$ cat src/rtl/winseq_pkg.sv
package winseq_pkg;
   typedef enum logic [1:0] {
      WS_IDLE = 2'd0,
      WS_SEL  = 2'd1,
      WS_DATA = 2'd2
   } ws_state_e;
endpackage

$ cat src/rtl/winseq_rr_arb.sv
module winseq_rr_arb #(
   parameter int N_CLI = 2
) (
   input  logic             clk,
   input  logic             rst_n,
   input  logic [N_CLI-1:0] req,
   input  logic             adv,
   output logic [N_CLI-1:0] gnt
);
   localparam int IW = (N_CLI > 1) ? $clog2(N_CLI) : 1;

   if (N_CLI < 2) begin : g_bad_ncli
      $error("winseq_rr_arb needs at least two clients");
   end

   logic [IW-1:0] last_q;
   logic          found;

   always_comb begin
      gnt   = '0;
      found = 1'b0;
      for (int i = 0; i < N_CLI; i++) begin
         if (!found && req[(int'(last_q) + 1 + i) % N_CLI]) begin
            gnt[(int'(last_q) + 1 + i) % N_CLI] = 1'b1;
            found = 1'b1;
         end
      end
   end

   always_ff @(posedge clk) begin
      if (!rst_n) begin
         last_q <= IW'(N_CLI - 1);
      end else if (adv) begin
         for (int i = 0; i < N_CLI; i++) begin
            if (gnt[i]) last_q <= IW'(i);
         end
      end
   end

   // never more than one grant
   p_onehot_gnt_r7: assert property (@(posedge clk) disable iff (!rst_n)
      $onehot0(gnt));
   // a grant only goes to a requester
   p_gnt_req_r7: assert property (@(posedge clk) disable iff (!rst_n)
      (gnt & ~req) == '0);
endmodule

$ cat src/rtl/winseq_xlate.sv
module winseq_xlate #(
   parameter int LA_W      = 25,
   parameter int AP_W      = 20,
   parameter int WIN_SHIFT = 19,
   parameter int WIN_W     = 6
) (
   input  logic [LA_W-1:0]  addr,
   input  logic             en,
   output logic             direct,
   output logic [WIN_W-1:0] win,
   output logic [AP_W-1:0]  ap_addr
);
   if (LA_W != WIN_SHIFT + WIN_W) begin : g_bad_la
      $error("logical width must equal window shift plus window width");
   end
   if (AP_W != WIN_SHIFT + 1) begin : g_bad_ap
      $error("aperture must be two window spans wide");
   end

   assign direct  = !en || (addr[LA_W-1:WIN_SHIFT] == '0);
   assign win     = addr[WIN_SHIFT +: WIN_W];
   assign ap_addr = direct ? addr[AP_W-1:0] : {1'b1, addr[WIN_SHIFT-1:0]};
endmodule

$ cat src/rtl/winseq_top.sv
module winseq_top
   import winseq_pkg::*;
#(
   parameter int          N_CLI     = 2,
   parameter int          LA_W      = 25,
   parameter int          AP_W      = 20,
   parameter int          WIN_SHIFT = 19,
   parameter int          WIN_W     = 6,
   parameter int          DW        = 32,
   parameter logic [19:0] SEL_OFF   = 20'h0310C,
   parameter int          EN_BIT    = 31
) (
   input  logic                  clk,
   input  logic                  rst_n,
   input  logic                  win_en,
   input  logic [N_CLI-1:0]      req_valid,
   output logic [N_CLI-1:0]      req_ready,
   input  logic [N_CLI-1:0]      req_write,
   input  logic [N_CLI*LA_W-1:0] req_addr,
   input  logic [N_CLI*DW-1:0]   req_wdata,
   output logic [N_CLI-1:0]      rsp_valid,
   output logic [DW-1:0]         rsp_rdata,
   output logic                  ap_valid,
   input  logic                  ap_ready,
   output logic                  ap_write,
   output logic [AP_W-1:0]       ap_addr,
   output logic [DW-1:0]         ap_wdata,
   input  logic [DW-1:0]         ap_rdata
);
   localparam int            IW      = (N_CLI > 1) ? $clog2(N_CLI) : 1;
   localparam logic [DW-1:0] EN_MASK = DW'(1) << EN_BIT;

   if (EN_BIT >= DW || WIN_W >= EN_BIT) begin : g_bad_en
      $error("enable bit must sit above the window field inside the data word");
   end

   ws_state_e        st;
   logic [N_CLI-1:0] gnt;
   logic             accept;
   logic [IW-1:0]    gidx, own_q;
   logic [LA_W-1:0]  g_addr;
   logic [DW-1:0]    g_wdata;
   logic             g_we;
   logic             x_direct;
   logic [WIN_W-1:0] x_win;
   logic [AP_W-1:0]  x_ap;
   logic             need_sel;
   logic             we_q;
   logic [DW-1:0]    wd_q;
   logic [AP_W-1:0]  da_q;
   logic [WIN_W-1:0] win_q, cache_w;
   logic             cache_v;

   winseq_rr_arb #(.N_CLI(N_CLI)) u_arb (
      .clk(clk), .rst_n(rst_n), .req(req_valid), .adv(accept), .gnt(gnt)
   );

   assign req_ready = (st == WS_IDLE) ? gnt : '0;
   assign accept    = |req_ready;

   always_comb begin
      gidx    = '0;
      g_addr  = '0;
      g_wdata = '0;
      g_we    = 1'b0;
      for (int i = 0; i < N_CLI; i++) begin
         if (gnt[i]) begin
            gidx    = IW'(i);
            g_addr  = req_addr[i*LA_W +: LA_W];
            g_wdata = req_wdata[i*DW +: DW];
            g_we    = req_write[i];
         end
      end
   end

   winseq_xlate #(
      .LA_W(LA_W), .AP_W(AP_W), .WIN_SHIFT(WIN_SHIFT), .WIN_W(WIN_W)
   ) u_xlate (
      .addr(g_addr), .en(win_en), .direct(x_direct), .win(x_win), .ap_addr(x_ap)
   );

   assign need_sel = !x_direct && (!cache_v || (cache_w != x_win));

   always_ff @(posedge clk) begin
      if (!rst_n) begin
         st        <= WS_IDLE;
         own_q     <= '0;
         we_q      <= 1'b0;
         wd_q      <= '0;
         da_q      <= '0;
         win_q     <= '0;
         cache_v   <= 1'b0;
         cache_w   <= '0;
         rsp_valid <= '0;
         rsp_rdata <= '0;
      end else begin
         rsp_valid <= '0;
         case (st)
            WS_IDLE: if (accept) begin
               own_q <= gidx;
               we_q  <= g_we;
               wd_q  <= g_wdata;
               da_q  <= x_ap;
               win_q <= x_win;
               st    <= need_sel ? WS_SEL : WS_DATA;
            end
            WS_SEL: if (ap_ready) begin
               cache_v <= 1'b1;
               cache_w <= win_q;
               st      <= WS_DATA;
            end
            WS_DATA: if (ap_ready) begin
               if (!we_q) rsp_rdata <= ap_rdata;
               rsp_valid[own_q] <= 1'b1;
               st               <= WS_IDLE;
            end
            default: st <= WS_IDLE;
         endcase
      end
   end

   assign ap_valid = (st != WS_IDLE);
   assign ap_write = (st == WS_SEL) || we_q;
   assign ap_addr  = (st == WS_SEL) ? SEL_OFF[AP_W-1:0] : da_q;
   assign ap_wdata = (st == WS_SEL) ? (EN_MASK | DW'(win_q)) : wd_q;

   // a stalled aperture request keeps its fields
   p_hold_r6: assert property (@(posedge clk) disable iff (!rst_n)
      (ap_valid && !ap_ready) |=> (ap_valid && $stable(ap_addr)
                                   && $stable(ap_write) && $stable(ap_wdata)));
   // the data access follows the window write at once
   p_pair_r6: assert property (@(posedge clk) disable iff (!rst_n)
      (st == WS_SEL && ap_ready) |=> (st == WS_DATA && ap_valid));
   // invalid shadow forces a window write
   p_first_sel_r5: assert property (@(posedge clk) disable iff (!rst_n)
      (accept && !x_direct && !cache_v) |=> (st == WS_SEL));
   // direct requests never move the shadow
   p_direct_keep_r4: assert property (@(posedge clk) disable iff (!rst_n)
      (accept && x_direct) |=> $stable(cache_w) && $stable(cache_v));
   // at most one completion pulse, only after a data handshake
   p_rsp_onehot_r8: assert property (@(posedge clk) disable iff (!rst_n)
      $onehot0(rsp_valid));
   p_rsp_after_r8: assert property (@(posedge clk) disable iff (!rst_n)
      (st == WS_DATA && ap_ready) |=> (|rsp_valid));
   // no new grant while an access is in flight
   p_no_grant_busy_r7: assert property (@(posedge clk) disable iff (!rst_n)
      ap_valid |-> (req_ready == '0));
endmodule

$ cat config.mk
export PLATFORM = sky130hd
export DESIGN_NAME = winseq_top
export DESIGN_NICKNAME = d
export VERILOG_FILES = /design/src/rtl/winseq_pkg.sv /design/src/rtl/winseq_rr_arb.sv /design/src/rtl/winseq_xlate.sv /design/src/rtl/winseq_top.sv
export SDC_FILE = /design/constraint.sdc
export NUM_CORES = 1
export LEC_CHECK = 0
export CORE_ASPECT_RATIO = 2
export CORE_MARGIN = 4
export CORE_UTILIZATION = 60
export DETAILED_ROUTE_END_ITERATION = 6
export DONT_BUFFER_PORTS = 1
export GPL_ROUTABILITY_DRIVEN = 1
export PLACE_DENSITY = 0.72
export SLEW_MARGIN = 5
export SYNTH_ARGS = -nofsm -noshare
export SYNTH_HDL_FRONTEND = slang
export SYNTH_SLANG_ARGS = --single-unit
$ cat constraint.sdc
create_clock -name clk -period 2.1 [get_ports clk]
set_input_delay 0.525 -clock clk [delete_from_list [all_inputs] [get_ports clk]]
set_output_delay 0.525 -clock clk [all_outputs]
set_load 0.1 [all_outputs]
After elaboration in Yosys (flattened, before gate mapping)
Index checks and enable logic that the tools add are counted.

Word-level logic and storage cells: 85. Memories: 0. Output and inout port bits: 90. Bits in writable memories: 0. Register bits after elaboration: 104. ROM bits: 0. Latch bits: 0. Bits of input ports: 154.

$add $sub $neg: 2. Bitwise gates (word level): 4. Equality and inequality tests: 6. Magnitude comparators: 6. Muxes and demuxes: 33. Shift-type cells: 0. Reductions and logical operators: 23. Multipliers: 0. Divide/modulo/power cells: 0.

Operators with widths (number): 2-to-1 mux 32 bit (3); 2-to-1 mux 25 bit (2); 2-to-1 mux 20 bit (2); adder 32 x 2 -> 32 bit (second input constant) (1); 2-to-1 mux 1 bit (15); 2-to-1 mux 2 bit (7); AND reduction 3 bit (3); logical NOT 6 bit (1); < comparator 2 x 3 -> 1 bit (second input constant) (2); != test 2 bit (second input constant) (3); != test 6 bit (1); case mux 2 bit (3 select lines) (1); AND reduction 2 bit (3); logical AND 1 bit (5); greater-or-equal comparator 2 x 1 -> 1 bit (second input constant) (2); logical NOT 1 bit (4); nonzero test 2 bit (2); demux 1 bit (select 1 bit) (3); logical OR 1 bit (3); adder 1 x 1 -> 2 bit (second input constant) (1); equality test 2 x 1 -> 1 bit (second input constant) (1); equality test 2 bit (second input constant) (1); logical NOT 2 bit (1); < comparator 1 x 2 -> 1 bit (second input constant) (1); 6 further kinds (6).

Depth between registers and ports, before layout
Gate-level depths: netlist of run 1.

Word-level depth: 18. Mapped depth: 8. Depth with buffers taken out: 6.

Cells and area by module
A second synthesis of run 1 with hierarchy kept.

Cell total of the unflattened synthesis: 610. Area, all modules: 4787.1 um2.

By module, submodules not included: winseq_top (cells an instance 575, times used 1, area each 4511.8 um2); winseq_xlate (cells an instance 28, times used 1, area each 216.5 um2); winseq_rr_arb (cells an instance 7, times used 1, area each 58.8 um2).

Worst setup path before layout of run 1
OpenSTA, ideal clock, no wires.

Kind: register to output. From: reg st[0]. To: out req_ready[0]. Arrival: 2.836 ns. Data required time: 1.575 ns. Buffers on the path: 2. Stages on the path, launching flop included: 6. Path slack: -1.261 ns. Path through: dfxtp_1 nor2_1 inv_2 buf_2 buf_1 nor2_1.

Longest elaborated chain between the ends: 2.

Ends and longest elaborated chain: from (decl) (RTL line winseq_top.sv:37) `ws_state_e st;`; from (signal assigned) (RTL line winseq_top.sv:105) `st <= need_sel ? WS_SEL : WS_DATA;`; logical NOT 2 bit (RTL line winseq_top.sv:58) `assign req_ready = (st == WS_IDLE) ? gnt : '0;`; 2-to-1 mux 2 bit (RTL line winseq_top.sv:58); to (decl) (RTL line winseq_top.sv:17) `output logic [N_CLI-1:0] req_ready,`.

Every way passes these cells.

Worst setup path in the final report of run 1
From: reg st[0]. To: out ap_wdata[3].

Longest elaborated chain between the ends: 2.

Ends and longest elaborated chain: equality test 2 x 1 -> 1 bit (RTL line winseq_top.sv:125) `assign ap_wdata = (st == WS_SEL) ? (EN_MASK | DW'(win_q)) : wd_q;`; 2-to-1 mux 32 bit (RTL line winseq_top.sv:125); to (decl) (RTL line winseq_top.sv:27) `output logic [DW-1:0] ap_wdata,`.

Every way passes these cells.

==> results of run 1 <==
## area by class of cell
| class | count | area (sq um) | area share |
|---|---|---|---|
| tap | 96 | 120 | 0.0180 |
| inverter | 2 | 11.3 | 0.00169 |
| clock inverter | 5 | 85.1 | 0.0128 |
| sequential | 104 | 2090 | 0.313 |
| multi-input combinational | 452 | 2640 | 0.396 |
| timing repair buffer | 99 | 1470 | 0.220 |
| clock buffer | 11 | 253 | 0.0379 |
## cell families (layout without fill, tap and decap cells)
family	after synthesis	after routing	synth area share
XOR/XNOR	6	6	0.0109
AO/OA/AOI/OAI	168	168	0.237
AND/OR/NAND/NOR	278	278	0.275
buffers and inverters	53	117	0.0463
flip-flops	104	104	0.430
## worst register-to-register path: stages, from the launching register on
cell      delay, ps
dfxtp_2         340
nand2b_1        160
buf_4           170
a32oi_1         370
nand4_1         230
o211ai_1        230
a21oi_1          90
o21a_1          190
## metrics by stage
stage               power [mW]  setup slack (ps)  instance area (sq um)
global route              7.17              19.6                   6670
global placement          5.04               178                   6300
detailed placement        5.10               102                   6300
CTS                       6.96             -1.63                   6650
floorplan                 4.23             -68.0                   4920
finish                    6.94              81.7                   6670
## cells in the final DEF, fill, tap and decap left out, drive strengths merged, types with 2 or more instances in the layout
| cell | netlist | final |
|---|---|---|
| nand3 | 7 | 7 |
| nor2 | 8 | 8 |
| nand2 | 152 | 152 |
| o21ai | 59 | 59 |
| a32oi | 6 | 6 |
| a21boi | 40 | 40 |
| nor2b | 2 | 2 |
| dfxtp | 104 | 104 |
| a21oi | 2 | 2 |
| nor3 | 2 | 2 |
| clkbuf | 38 | 11 |
| clkinvlp | 0 | 2 |
| xnor2 | 3 | 3 |
| a22oi | 52 | 52 |
| bufinv | 0 | 2 |
| buf | 13 | 99 |
| o211a | 6 | 6 |
| inv | 2 | 3 |
| nand2b | 10 | 10 |
| xor2 | 3 | 3 |
| and2 | 93 | 93 |
## worst max-delay path by stage
| stage | from | to | slack, ps | depth (start not counted) |
|---|---|---|---|---|
| floorplan | st[0] | req_ready[0] | -70 | 5 |
| global placement | req_valid[1] | wd_q[0] | 180 | 5 |
| detailed placement | req_valid[1] | wd_q[0] | 100 | 5 |
| CTS | st[1] | ap_addr[4] | -2 | 4 |
| global route | st[0] | req_ready[1] | 20 | 4 |
| finish | st[0] | ap_wdata[3] | 80 | 5 |
## layer usage
metal | up-vias | routed length (um) | global-route usage
li1 | 2166 | - | -
met1 | 2104 | 5030 | 0.317
met2 | 227 | 7390 | 0.498
met3 | 34 | 1310 | 0.0961
met4 | 0 | 504 | 0.134
met5 | - | 0 | 0
## power groups by stage
stage	registers [mW]	clock network (mW)	logic, mW
global placement	2.27	0	2.77
floorplan	2.47	0	1.76
finish	2.25	1.87	2.82
CTS	2.24	1.89	2.83
global route	2.27	1.95	2.96
detailed placement	2.28	0	2.81
## sequential cells by signal, summed over array words and instances, names as in the netlist
register and count:
win_q 6, we_q 1, wd_q 32, da_q 20, rsp_valid 2, rsp_rdata 32
cache_w 6, u_arb.last_q 1, st 2, own_q 1, cache_v 1
## repair_timing
action                                  in CTS  in global routing
endpoints found under the setup margin      31                 88
buffers inserted                             0                  0
resized for setup                            5                  5
==> metrics.txt, run 1 <==
status=finished clean; first drt pass iteration count=5; vias=4531; Cell Int Power=4.20 mW; Top delay family on crit path=flip-flops; yosys warns=0; hpwl dp=10.1 mm; sequential power share=0.324; Crit. End Element=output port; layout cells sized above 1=0.260; CTS tree=yes; Worst Hold Depth=1; leading area contributor after synthesis=dfxtp_1; Skew-Pair Late Insertion Delay=350 ps; Min Hold Slack=274 ps; CP Cell Sequence=nor2b_1, buf_4, nand2_1, nand2_2, buf_12; synthesis-stage register bit count=104; Switching Fraction=0.394; top_reg_cell synth=dfxtp_1; Fill cells=470; kind of start point of the critical path=flop; I/O pins=around 240; most frequent cell after synthesis=nand2_1; Hold Path Class=primary input to flop; die width=71.5 um; via density per instance=5.89; Yosys top cell area share=0.430; core area=7890 sq um; sequential share of the synthesized area=0.430; Worst Hold Launch=rst_n; reg2reg start=u_arb.last_q; Fin. Hold Viols=0; WS Path Type=flop to output port; largest net degree at the start of global routing=roughly 110; top cells by area, synth=dfxtp_1 43%, and2_1 12%, nand2_1 12%, a22oi_1 8.1%, o21ai_1 5.3%; Tightest Pin Transition=554 ps; NetSw=2.74 mW; Reg clk slew, reported paths=70 ps; DRC errors left=0; slack of the worst reg-to-reg path=~210 ps; wire length of the first global-routing pass=roughly 22 mm; Setup TNS=0 ps; worst hold endpoint=u_arb.last_q; Layout area overhead=37.8%; CP Max Fanout=14; headroom to the max-slew limit=0.631; Root Buffer=clkbuf_16; final cell count without fillers=769; PwrDens=1040 nW/um^2; fin. max-slew vios=0; Die Area=9650 sq um; clock skew=8.91 ps; RePlAce Congestion=0.838; initial antenna violation count=0; vias in the first global route=around 4.4k; Post-synth top cells=152 x nand2_1, 104 x dfxtp_1, 93 x and2_1; clock power share=0.269; RSZ-0062 raised after global routing=false; setup violators final=0; ANT cells=0; Antenna Nets Post-Route=0; fmax=approximately 0.50 GHz; syn nets=763; PortBufs=0; Worst EP arrival=between 1000 and 1500 ps; Final min period=just over 2000 ps; worst vdd ir=0.726 mV; crit-path max cell delay=410 ps; Initial Utilization=0.613; grt ovf=0; gr usage total=0.290; worst reg2reg path depth=7; Post-synth EDFFs=0; Clock Sinks=104; Mapped Area=4840 sq um; hold buffer count at cts=0; Final Cycle Share=0.961; Final Util=0.845; Inst Count DP=~750; Row Count=46; LEAKAGE=about 2.7 nW; Post-Synthesis Cells=609; terminus of the critical flop-to-flop path=st[0]; CP required=1570 ps; mean post-synth cell area=7.94 sq um; combinational power share=0.407; Cell variety after synth=33; DRT Wirelength=14.2 mm; Chip Height=135 um; Clock Tree Buf Depth=2; TritonCTS Buffers=9; Final nets=822; H-tree levels=3; Async S/R FF share, synth=0; slowest CP cell=dfxtp_4; Max Cap Violations=0; 1st-iter DRT viols=about 280; wire length per cell=18.5 um; Worst Path Buf+Inv=2
(Power assumes the default switching activity.)
==> run 2: changes to the inputs <==
Settings changed: CORE_AREA set to 2 2 93 95, CORE_ASPECT_RATIO 2 to not set, CORE_MARGIN 4 to not set, CORE_UTILIZATION 60 to not set, CTS_BUF_LIST set to sky130_fd_sc_hd__clkbuf_16, DIE_AREA set to 0 0 95 97, PLACE_DENSITY 0.72 to 0.71.
==> metrics.txt, run 2 (same netlist as run 1, synthesis figures left out) <==
worst reg2reg path depth=7 (unchanged); commonest non-fill, non-tap cells in the layout=145 x nand2_1, 102 x dfxtp_1, 52 x a22oi_1, 52 x and2_1, 51 x buf_4 (was 146 x nand2_1, 101 x dfxtp_1, 57 x buf_12, 52 x a22oi_1, 52 x and2_1); DRC errors left=0 (unchanged); Antenna Nets Post-Route=0 (unchanged); layout cells sized above 1=0.265 (was 0.260); top flop regs=rsp_rdata: 32 flops, wd_q: 32 flops, da_q: 20 flops (unchanged); grt ovf=0 (unchanged); 1st-iter DRT viols=177 (was 279); largest net degree at the start of global routing=105 (unchanged); Chip Height=97 um (was 135 um); status=finished clean (unchanged); RePlAce Congestion=0.868 (was 0.838); headroom to the max-slew limit=0.623 (was 0.631); ANT cells=0 (unchanged); Fin. Hold Viols=0 (unchanged); crit-path max cell delay=420 ps (was 410 ps); Crit. End Element=output port (unchanged); wire length of the first global-routing pass=20.8 mm (was 22.2 mm); Final Cycle Share=0.979 (was 0.961); worst vdd ir=0.501 mV (was 0.726 mV); fmax=0.487 GHz (was 0.495 GHz); Worst Path Buf+Inv=2 (unchanged); via density per instance=5.77 (was 5.89); Hold Path Class=primary input to flop (unchanged); TritonCTS Buffers=9 (unchanged); gr usage total=0.284 (was 0.290); Row Count=33 (was 46); Initial Utilization=0.595 (was 0.613); final instance area=6550 sq um (was 6670 sq um); wire length per cell=17.3 um (was 18.5 um); die width=95 um (was 71.5 um); Inst Count DP=765 (was 753); Root Buffer=clkbuf_16 (unchanged); CP Cell Sequence=nand2b_2, buf_6, and2_2, buf_12 (was nor2b_1, buf_4, nand2_1, nand2_2, buf_12); Top delay family on crit path=flip-flops (unchanged); worst hold endpoint=u_arb.last_q (unchanged); Reg area=2080 sq um (was 2090 sq um); initial antenna violation count=0 (unchanged); setup violators final=0 (unchanged); vias=4510 (was 4531); reg2reg start=u_arb.last_q (unchanged); Final min period=2050 ps (was 2020 ps); fin. max-slew vios=0 (unchanged); pre-CTS setup slack=-41.8 ps (was 102 ps); placed cell area=6230 sq um (was 6300 sq um); Worst Hold Launch=rst_n (unchanged); clock skew=10.6 ps (was 8.91 ps); Die Area=9220 sq um (was 9650 sq um); Min Hold Slack=289 ps (was 274 ps); CP Max Fanout=20 (was 14); Max Cap Violations=0 (unchanged); CTS tree=yes (unchanged); hpwl dp=9.64 mm (was 10.1 mm); vias in the first global route=4287 (was 4440); DRT Wirelength=13.5 mm (was 14.2 mm); CP required=1570 ps (about the same); setup bufs post-CTS=0 (unchanged); Final Util=0.806 (was 0.845); Worst EP arrival=1530 ps (was 1490 ps); final cell count without fillers=781 (was 769); Layout area overhead=35.5% (was 37.8%); Pwr Total=6.61 mW (was 6.94 mW); Clock Sinks=104 (unchanged); Clock Tree Buf Depth=2 (unchanged); Fill cells=560 (was 470); PwrDens=1010 nW/um^2 (was 1040 nW/um^2); Worst Hold Depth=1 (unchanged); slowest CP cell=dfxtp_1 (was dfxtp_4); I/O pins=244 (unchanged); Final nets=825 (was 822); Setup TNS=0 ps (unchanged); Tightest Pin Transition=566 ps (was 554 ps); Skew-Pair Late Insertion Delay=330 ps (was 350 ps); LEAKAGE=2.67 nW (was 2.69 nW); PortBufs=0 (unchanged); worst setup margin=45.1 ps (was 81.7 ps); terminus of the critical flop-to-flop path=st[0] (unchanged); first drt pass iteration count=5 (unchanged); Reg clk slew, reported paths=70 ps (about the same); slack of the worst reg-to-reg path=270 ps (was 210 ps); multi-input logic area=2650 sq um (was 2640 sq um); commonest non-fill, non-tap cell in the layout=nand2_1 (unchanged); WS Path Type=flop to output port (unchanged); kind of start point of the critical path=flop (unchanged); core area=8130 sq um (was 7890 sq um); H-tree levels=3 (unchanged)
run 2: cell types whose count changed in the layout (fill, tap and decap cells not counted), sizes merged:
cell    before  now
clkinv       0    1
clkbuf      11    9
bufinv       2    0
inv          3    6
buf         99  102
run 2: what timing repair did:
action / 4_1_cts / 5_1_grt
hold buffers: 0 / 0
setup endpoints to repair: 32 / 48
gates resized for setup: 3 / 8
pin swaps: 0 / 0
run 2: area by class of cell:
class / count / area share
multi-input combinational: 452 / 0.404
sequential: 104 / 0.318
timing repair buffer: 102 / 0.213
clock buffer: 9 / 0.0344
tap: 105 / 0.0200
clock inverter: 7 / 0.00935
inverter: 2 / 0.00172
run 2: worst register-to-register path: stages, from the launching register on:
cell      delay (ps)
dfxtp_2          350
nand2b_4         170
buf_4            160
a32oi_1          390
nand4_1          160
o211ai_1         210
a21oi_1           90
o21a_1           190
run 2: per-layer routing:
metal / wire length (um) / up-vias / GRT usage / share of wire
li1: - / 2170 / - / -
met1: 5220 / 2095 / 0.327 / 0.39
met2: 6890 / 215 / 0.493 / 0.51
met3: 1040 / 30 / 0.0755 / 0.077
met4: 386 / 0 / 0.115 / 0.029
met5: 0 / - / 0 / 0
run 2: worst max path at each step:
stage | start | end | slack (ps) | depth (start not counted)
2_1_floorplan | st[0] | req_ready[0] | -70 | 5
3_3_place_gp | req_valid[1] | wd_q[20] | 60 | 5
3_5_place_dp | req_valid[1] | wd_q[0] | -40 | 5
4_1_cts | u_arb.last_q | req_ready[0] | 2 | 5
5_1_grt | st[1] | ap_addr[5] | -10 | 4
6_report | st[1] | ap_addr[5] | 50 | 4
run 2: power breakdown:
group	internal (mW)	leakage, nW	switching, mW	total (mW)
combinational	0.876	1.67	1.88	2.76
clock	0.833	0.141	0.779	1.61
sequential	2.15	0.851	0.0930	2.24
total	3.86	2.67	2.76	6.61
==> run 3: changes to the inputs <==
Settings changed: CORE_AREA 2 2 93 95 to not set, CORE_ASPECT_RATIO set to 0.9, CORE_UTILIZATION set to 29, DIE_AREA 0 0 95 97 to not set, PLACE_DENSITY 0.71 to 0.39.
==> metrics.txt, run 3 (same netlist as run 1, synthesis figures left out) <==
Clock Sinks=104 (unchanged); DRT Wirelength=14.2 mm (was 13.5 mm); Fin. Hold Viols=0 (unchanged); via density per instance=4.85 (was 5.77); die width=138 um (was 95 um); CP startpoint=st[1] (unchanged); vias in the first global route=3944 (was 4287); PwrDens=1030 nW/um^2 (was 1010 nW/um^2); CTS tree=yes (unchanged); TritonCTS Buffers=9 (unchanged); CP Cell Sequence=nand2b_2, buf_12, and2_2, buf_12 (was nand2b_2, buf_6, and2_2, buf_12); placed cell area=6520 sq um (was 6230 sq um); Max Cap Violations=0 (unchanged); vias=4296 (was 4510); Final nets=828 (was 825); reg2reg start=u_arb.last_q (unchanged); hold buffer count at cts=0 (unchanged); Highest Signal Layer=met4 (unchanged); I/O pins=244 (unchanged); commonest non-fill, non-tap cells in the layout=146 x nand2_1, 102 x dfxtp_1, 60 x buf_12, 52 x a22oi_1, 52 x and2_1 (was 145 x nand2_1, 102 x dfxtp_1, 52 x a22oi_1, 52 x and2_1, 51 x buf_4); Worst EP arrival=1500 ps (was 1530 ps); 1st-iter DRT viols=203 (was 177); largest net degree at the start of global routing=105 (unchanged); Pwr Total=7.05 mW (was 6.61 mW); initial antenna violation count=0 (unchanged); wire length per cell=16.1 um (was 17.3 um); Min Hold Slack=254 ps (was 289 ps); final cell count without fillers=886 (was 781); ANT cells=0 (unchanged); core area=16200 sq um (was 8130 sq um); fmax=0.495 GHz (was 0.487 GHz); Crit. End Element=output port (unchanged); Final Cycle Share=0.962 (was 0.979); terminus of the critical flop-to-flop path=wd_q[5] (was st[0]); headroom to the max-slew limit=0.552 (was 0.623); Die Area=17200 sq um (was 9220 sq um); final instance area=6870 sq um (was 6550 sq um); DRT met1 WL=6.02 mm (was 5.22 mm); slowest CP cell=dfxtp_2 (was dfxtp_1); layout cells sized above 1=0.265 (about the same); worst vdd ir=0.499 mV (was 0.501 mV); DRC errors left=30 (was 0); kind of start point of the critical path=flop (unchanged); Worst Path Buf+Inv=2 (unchanged); pre-CTS setup slack=132 ps (was -41.8 ps); status=finished, violations left (was finished clean); cell mode on critical path=buf_12; Top delay family on crit path=simple AND/OR/NAND/NOR gates (was flip-flops); failing checks=design-rule violations; Antenna Nets Post-Route=0 (unchanged); Tightest Pin Transition=670 ps (was 566 ps); grt ovf=0 (unchanged); DR WL met3=1.19 mm (was 1.04 mm); Clock Tree Buf Depth=2 (unchanged); CP Max Fanout=29 (was 20); commonest non-fill, non-tap cell in the layout=nand2_1 (unchanged); clock skew=5.94 ps (was 10.6 ps); Chip Height=125 um (was 97 um); Setup crit end=ap_wdata[17] (was ap_addr[5]); first drt pass iteration count=7 (was 5); worst setup margin=78.8 ps (was 45.1 ps); Layout area overhead=42.1% (was 35.5%); LEAKAGE=2.74 nW (was 2.67 nW); gr usage total=0.167 (was 0.284); fin. max-slew vios=0 (unchanged); setup violators final=0 (unchanged); Reg clk slew, reported paths=70 ps (about the same); worst reg2reg path depth=7 (unchanged); wire length of the first global-routing pass=22.2 mm (was 20.8 mm); H-tree levels=3 (unchanged); WP depth=4 (unchanged); slack of the worst reg-to-reg path=260 ps (was 270 ps); Hold Path Class=primary input to flop (unchanged); crit-path max cell delay=350 ps (was 420 ps); Root Buffer=clkbuf_16 (unchanged); Skew-Pair Late Insertion Delay=350 ps (was 330 ps); Final min period=2020 ps (was 2050 ps); Row Count=44 (was 33); CP required=1570 ps (about the same); Initial Utilization=0.298 (was 0.595); routed length on met2=6.86 mm (was 6.89 mm); WS Path Type=flop to output port (unchanged); PortBufs=0 (unchanged); RSZ-0062 raised after global routing=false; top flop regs=rsp_rdata: 32 flops, wd_q: 32 flops, da_q: 20 flops (unchanged); Inst Count DP=869 (was 765); RePlAce Congestion=0.805 (was 0.868); hpwl dp=10.5 mm (was 9.64 mm)
run 3: cell count changes in the layout (fill, tap and decap cells not counted), moves of 2 or more:
cell / change
inv_8: -2
buf_12: +10
bufinv_16: +3
buf_4: -6
run 3: report_power, final:
part	internal [mW]	total [mW]	switching, mW
clock	1.17	1.94	0.773
sequential	2.15	2.24	0.0891
combinational	0.961	2.87	1.91
run 3: stage by stage:
stage,util,setup TNS [ps]
CTS,0.423,0
floorplan,-,-68.0
global placement,0.401,0
detailed placement,0.401,0
finish,0.423,0
global route,0.423,0
run 3: layout make-up:
class	count	area (sq um)
Fill cell	1637	9370
Sequential cell	104	2080
Clock buffer	9	225
Multi-Input combinational cell	452	2640
Clock inverter	7	119
Inverter	2	11.3
Tap cell	207	259
Timing Repair Buffer	105	1540
run 3: worst reg2reg max path, cell delays in order (launching register included):
cell,delay (ps)
dfxtp_1,320
buf_4,140
a21boi_4,150
buf_4,190
buf_4,460
a22oi_1,260
o21ai_1,160
and2_1,120
run 3: worst min-delay path by stage:
stage | start | endpoint | slack, ps | depth (start not counted)
floorplan | own_q | rsp_valid[0] | 400 | 1
global placement | rsp_rdata[10] | rsp_rdata[10] | 440 | 2
detailed placement | rsp_rdata[8] | rsp_rdata[8] | 450 | 2
CTS | rst_n | u_arb.last_q | 230 | 1
global route | rst_n | u_arb.last_q | 240 | 1
finish | rst_n | u_arb.last_q | 250 | 1
run 3: layer usage:
layer  track usage  vias to the layer above
li1              -                     2168
met1         0.205                     1965
met2         0.278                      153
met3        0.0565                       10
met4        0.0430                        0
met5             0                        -
run 3: what timing repair did:
| item | in CTS | in global routing |
|---|---|---|
| setup buffers | 1 | 0 |
| gates resized for setup | 0 | 4 |
| setup endpoints to repair | 1 | 48 |
| pin swaps | 1 | 0 |
